$ cat src/rtl/prbs7_pkg.sv
package prbs7_pkg;
  localparam int SEQ_LEN = 7;
  localparam int TAP_HI  = 6;
  localparam int TAP_LO  = 5;

  typedef enum logic [1:0] {
    RX_SEED   = 2'd0,
    RX_VERIFY = 2'd1,
    RX_DATA   = 2'd2
  } rx_state_t;

  typedef enum logic {
    TX_TRAIN = 1'b0,
    TX_DATA  = 1'b1
  } tx_state_t;
endpackage

$ cat src/rtl/prbs7_step.sv
// Advances a PRBS7 state by W bits in one clock and yields the W bits emitted.
module prbs7_step
  import prbs7_pkg::*;
#(
  parameter int W = 16
) (
  input  logic [SEQ_LEN-1:0] cur,
  output logic [W-1:0]       word,
  output logic [SEQ_LEN-1:0] nxt
);
  logic [SEQ_LEN-1:0] s;
  logic               b;

  always_comb begin
    s = cur;
    b = 1'b0;
    word = '0;
    for (int i = 0; i < W; i++) begin
      b       = s[TAP_HI] ^ s[TAP_LO];
      word[i] = b;
      s       = {s[SEQ_LEN-2:0], b};
    end
    nxt = s;
  end
endmodule

$ cat src/rtl/prbs7_tx.sv
module prbs7_tx
  import prbs7_pkg::*;
#(
  parameter int                 W       = 16,
  parameter logic [SEQ_LEN-1:0] TX_SEED = 7'h5A
) (
  input  logic         clk,
  input  logic         rst_n,
  input  logic         start_train,
  input  logic         far_ready,
  input  logic         s_valid,
  output logic         s_ready,
  input  logic [W-1:0] s_data,
  output logic [W-1:0] lane_tx
);
  tx_state_t          st;
  logic [SEQ_LEN-1:0] lfsr;
  logic [SEQ_LEN-1:0] lfsr_nxt;
  logic [W-1:0]       seq_word;
  logic [W-1:0]       payload;

  prbs7_step #(.W(W)) u_gen (
    .cur  (lfsr),
    .word (seq_word),
    .nxt  (lfsr_nxt)
  );

  assign s_ready = (st == TX_DATA);
  assign payload = (s_ready && s_valid) ? s_data : '0;

  always_ff @(posedge clk) begin
    if (!rst_n) begin
      st      <= TX_TRAIN;
      lfsr    <= TX_SEED;
      lane_tx <= '0;
    end else begin
      lfsr    <= lfsr_nxt;
      lane_tx <= seq_word ^ payload;
      if (start_train || !far_ready) st <= TX_TRAIN;
      else                           st <= TX_DATA;
    end
  end
endmodule

$ cat src/rtl/prbs7_rx.sv
module prbs7_rx
  import prbs7_pkg::*;
#(
  parameter int W      = 16,
  parameter int LOCK_N = 16,
  parameter int ERR_W  = 16
) (
  input  logic             clk,
  input  logic             rst_n,
  input  logic             start_train,
  input  logic             loss_of_lock,
  input  logic [W-1:0]     lane_rx,
  output logic             m_valid,
  output logic [W-1:0]     m_data,
  output logic             rx_locked,
  output logic [ERR_W-1:0] err_count
);
  localparam int CW = (LOCK_N < 2) ? 1 : $clog2(LOCK_N + 1);
  localparam logic [CW-1:0] LAST = CW'(LOCK_N - 1);

  rx_state_t          st;
  logic [SEQ_LEN-1:0] lfsr;
  logic [SEQ_LEN-1:0] lfsr_nxt;
  logic [W-1:0]       pred;
  logic [SEQ_LEN-1:0] seed_c;
  logic [CW-1:0]      cnt;
  logic               drop;
  logic               match;

  prbs7_step #(.W(W)) u_gen (
    .cur  (lfsr),
    .word (pred),
    .nxt  (lfsr_nxt)
  );

  // Latest received bit lands in seed_c[0], the oldest of the seven in seed_c[6].
  for (genvar k = 0; k < SEQ_LEN; k++) begin : g_seed
    assign seed_c[k] = lane_rx[W-1-k];
  end

  assign drop      = start_train || loss_of_lock;
  assign match     = (lane_rx == pred);
  assign rx_locked = (st == RX_DATA);

  always_ff @(posedge clk) begin
    if (!rst_n) begin
      st        <= RX_SEED;
      lfsr      <= '0;
      cnt       <= '0;
      m_valid   <= 1'b0;
      m_data    <= '0;
      err_count <= '0;
    end else begin
      m_valid <= 1'b0;
      if (drop) begin
        st  <= RX_SEED;
        cnt <= '0;
      end else begin
        unique case (st)
          RX_SEED: begin
            cnt <= '0;
            if (seed_c != '0) begin
              lfsr <= seed_c;
              st   <= RX_VERIFY;
            end
          end
          RX_VERIFY: begin
            if (match) begin
              lfsr <= lfsr_nxt;
              if (cnt == LAST) begin
                st  <= RX_DATA;
                cnt <= '0;
              end else begin
                cnt <= cnt + 1'b1;
              end
            end else begin
              cnt  <= '0;
              lfsr <= seed_c;
              if (seed_c == '0) st <= RX_SEED;
              if (err_count != '1) err_count <= err_count + 1'b1;
            end
          end
          RX_DATA: begin
            m_valid <= 1'b1;
            m_data  <= lane_rx ^ pred;
            lfsr    <= lfsr_nxt;
          end
          default: st <= RX_SEED;
        endcase
      end
    end
  end
endmodule

$ cat src/rtl/prbs7_link.sv
module prbs7_link
  import prbs7_pkg::*;
#(
  parameter int                 W       = 16,
  parameter int                 LOCK_N  = 16,
  parameter logic [SEQ_LEN-1:0] TX_SEED = 7'h5A,
  parameter int                 ERR_W   = 16
) (
  input  logic             clk,
  input  logic             rst_n,
  input  logic             start_train,
  input  logic             far_ready,
  input  logic             s_valid,
  output logic             s_ready,
  input  logic [W-1:0]     s_data,
  output logic [W-1:0]     lane_tx,
  input  logic [W-1:0]     lane_rx,
  input  logic             loss_of_lock,
  output logic             m_valid,
  output logic [W-1:0]     m_data,
  output logic             rx_locked,
  output logic [ERR_W-1:0] err_count
);
  prbs7_tx #(.W(W), .TX_SEED(TX_SEED)) u_tx (
    .clk         (clk),
    .rst_n       (rst_n),
    .start_train (start_train),
    .far_ready   (far_ready),
    .s_valid     (s_valid),
    .s_ready     (s_ready),
    .s_data      (s_data),
    .lane_tx     (lane_tx)
  );

  prbs7_rx #(.W(W), .LOCK_N(LOCK_N), .ERR_W(ERR_W)) u_rx (
    .clk          (clk),
    .rst_n        (rst_n),
    .start_train  (start_train),
    .loss_of_lock (loss_of_lock),
    .lane_rx      (lane_rx),
    .m_valid      (m_valid),
    .m_data       (m_data),
    .rx_locked    (rx_locked),
    .err_count    (err_count)
  );
endmodule

$ cat config.mk
export PLATFORM = sky130hd
export DESIGN_NAME = prbs7_link
export DESIGN_NICKNAME = d
export VERILOG_FILES = /design/src/rtl/prbs7_pkg.sv /design/src/rtl/prbs7_step.sv /design/src/rtl/prbs7_tx.sv /design/src/rtl/prbs7_rx.sv /design/src/rtl/prbs7_link.sv
export SDC_FILE = /design/constraint.sdc
export NUM_CORES = 1
export LEC_CHECK = 0
export BUFFER_PORTS_ARGS = -buffer_cell sky130_fd_sc_hd__buf_2
export CAP_MARGIN = 5
export CORE_UTILIZATION = 40
export DETAILED_ROUTE_END_ITERATION = 10
export GPL_TIMING_DRIVEN = 1
export PLACE_DENSITY_LB_ADDON = 0.2
export SLEW_MARGIN = 30
export SYNTH_ARGS = -nofsm -noshare
export SYNTH_HDL_FRONTEND = slang
export SYNTH_SLANG_ARGS = --single-unit
$ cat constraint.sdc
create_clock -name clk -period 7 [get_ports clk]
set_input_delay 2.1 -clock clk [delete_from_list [all_inputs] [get_ports clk]]
set_output_delay 2.1 -clock clk [all_outputs]
set_load 0.02 [all_outputs]
==> impl_metrics.json <==
{
  "outcome": "finished, violations left",
  "violations": "DRC",
  "max_slew_margin": 0.434,
  "cp_top_family": "compound AO/OA/AOI/OAI gates",
  "final_common_cell": "buf_2",
  "core_area_sq_um": 8810,
  "fin_tns_setup_ns": 0,
  "antenna_cells": 0,
  "synth.distinct_cells": 52,
  "holdCritPathClass": "flop to flop",
  "critPathArrivalTime_ns": 4.49,
  "finalSetupViolations": 0,
  "die_w_um": 98.0,
  "wl_met2_mm": 3.73,
  "cp_max_fo": 28,
  "port_buffers": 88,
  "async_flop_share": 0,
  "mappedNetlistArea_sq_um": 3690,
  "yosys_warnings": 0,
  "antenna_left": 0,
  "ctsHoldBuffers": 0,
  "top_level_ports": 89,
  "vias": 3130,
  "grt-ovfl-total": 0,
  "final_cells": 610,
  "cts.path.max_buffers": 2,
  "die_area_sq_um": 9610,
  "cts_tree": "yes",
  "clock_skew_ns": 0.0150,
  "cp.required_ns": 7.22,
  "worst_pin_slew_ns": 0.847,
  "drt_iter0_markers": 153,
  "rsz0062_at_grt": "no",
  "slew_viol_final": 0,
  "cap_violations": 0,
  "grt_pass1_vias": 2915,
  "synth-edff-count": 0,
  "initial_utilization": 0.419,
  "critPathSlowestCell": "o21ai_4",
  "cts_root_buf": "clkbuf_8",
  "grt_pass1_wl_mm": 14.1,
  "dp_cells": 594,
  "regArea_sq_um": 1420,
  "syn-num-nets": 464,
  "cts_setup_buffers": 0,
  "fillers": 842,
  "ys_ff_latch": 71,
  "grt_usage": 0.184,
  "met1Wirelength_mm": 4.18,
  "cts_max_level": 3,
  "fin_crit_sh": 0.610,
  "ir_drop_mv": 0.130,
  "critPathMaxStageDelay_ns": 0.60,
  "fmax_mhz": 234,
  "dp_hpwl_mm": 6.13,
  "fp-row-count": 34,
  "clock-sinks": 71,
  "worst_setup_path_start_kind": "input pin",
  "finalPower_mw": 1.27,
  "routabilityCongestion": 0.821,
  "firstDrtPassIters": 7,
  "clk_latency_ns": 0.34,
  "crit_type": "input pin to flop",
  "cp-end-kind": "flop",
  "syn_to_final_growth_pct": 18.3,
  "synth.avg_cell_area_sq_um": 8.79,
  "grt_max_degree": 47,
  "syn_inst": 420,
  "nNetsFinal": 541,
  "critPathBufInv": 1,
  "powerDensity_nw_per_um2": 291,
  "multi_input_area_sq_um": 2100,
  "antenna_found_initial": 0,
  "wl_met3_um": 462,
  "routed_wl_mm": 8.49,
  "most-common-layout-cells": "buf_2 (88), dfxtp_1 (71), nand2_1 (55)",
  "dr.max_layer_used": "met4",
  "vias_per_cell": 5.13,
  "fin_crit_ns": 4.27,
  "cts_buffers": 9,
  "hold_violations": 0,
  "p_leak_nw": 1.79,
  "ctsResizeCount": 0,
  "synthFlopType": "dfxtp_1",
  "drive_above_1_share": 0.241,
  "crit_path_cell_trace": "buf_2, xor2_1, or4_4, a211oi_4, nand4_4, o21ai_4, a21oi_4, a221o_1",
  "yosysSeqAreaShare": 0.385,
  "drc_errors": 10,
  "path_clk_slew_ns": 0.08,
  "wl_per_cell_um": 13.9,
  "die_h_um": 98.0
}
## stage by stage
stage | worst slack [ns] | hold slack [ns] | cell area [sq um] | utilization
floorplan | 2.92 | 0.458 | 3690 | -
global placement | 2.45 | 0.441 | 4130 | 0.469
detailed placement | 2.38 | 0.444 | 4140 | 0.470
CTS | 2.74 | 0.454 | 4370 | 0.496
global route | 2.64 | 0.484 | 4370 | 0.496
finish | 2.73 | 0.455 | 4370 | 0.496
## state kept, by name (all words and copies together) (netlist names)
name / cells
u_rx.cnt: 5
u_tx.lfsr: 7
u_tx.lane_tx: 16
u_rx.st: 2
u_rx.m_valid: 1
u_rx.m_data: 16
u_rx.err_count: 16
u_tx.s_ready: 1
u_rx.lfsr: 7
## power by group
group          internal [mW]  switching (mW)
sequential             0.467          0.0419
combinational          0.167           0.221
clock                  0.220           0.155
## final cells by class
class | instances | area share
Multi-Input combinational cell | 316 | 0.480
Sequential cell | 71 | 0.326
Timing Repair Buffer | 88 | 0.101
Clock buffer | 11 | 0.0347
Tap cell | 108 | 0.0309
Clock inverter | 5 | 0.0183
Inverter | 11 | 0.00946
## metal layers
layer  vias up  track usage
met4         0       0.0699
met5         -            0
met3        10       0.0279
met2        88        0.292
li1       1615            -
met1      1417        0.253
## cell families after synthesis
family | share of synthesized area
DFF | 0.385
adders and majority gates | 0.0203
muxes | 0.0217
buffers and inverters | 0.0471
AOI/OAI and AO/OA | 0.135
xor gates and xnor gates | 0.154
and+or+nand+nor | 0.237
## cell usage after synthesis (12+ instances only)
cell / count / area [sq um]
clkbuf_1: 13 / 48.8
nor3_1: 12 / 60.1
nand3_1: 16 / 80.1
xor2_1: 27 / 236
and3_1: 13 / 81.3
dfxtp_1: 71 / 1420
a21oi_1: 37 / 185
xnor2_1: 31 / 272
or4_1: 12 / 90.1
nor2_1: 28 / 105
nand2_1: 55 / 206
## worst paths after layout
path | slack, ns | start | endpoint | depth (start not counted)
worst max-delay path | 2.73 | lane_rx[12] | u_rx.lfsr[5]$_SDFFE_PN0P_ | 8
worst min-delay path | 0.46 | u_rx.m_data[4]$_SDFFE_PN0P_ | u_rx.m_data[4]$_SDFFE_PN0P_ | 2
worst max register to register | 3.99 | u_rx.lfsr[5]$_SDFFE_PN0P_ | u_rx.lfsr[5]$_SDFFE_PN0P_ | 7
worst min register to register | 0.46 | u_rx.m_data[4]$_SDFFE_PN0P_ | u_rx.m_data[4]$_SDFFE_PN0P_ | 2
## worst reg2reg max path, stage by stage, from the launching register on
cell and delay, ns:
dfxtp_1 0.61, xor2_1 0.27, or4_4 0.48, a211oi_4 0.28, nand4_4 0.19, o21ai_4 0.61, a21oi_4 0.15, a221o_1 0.31
No activity file was read; power rests on OpenSTA's default activity.
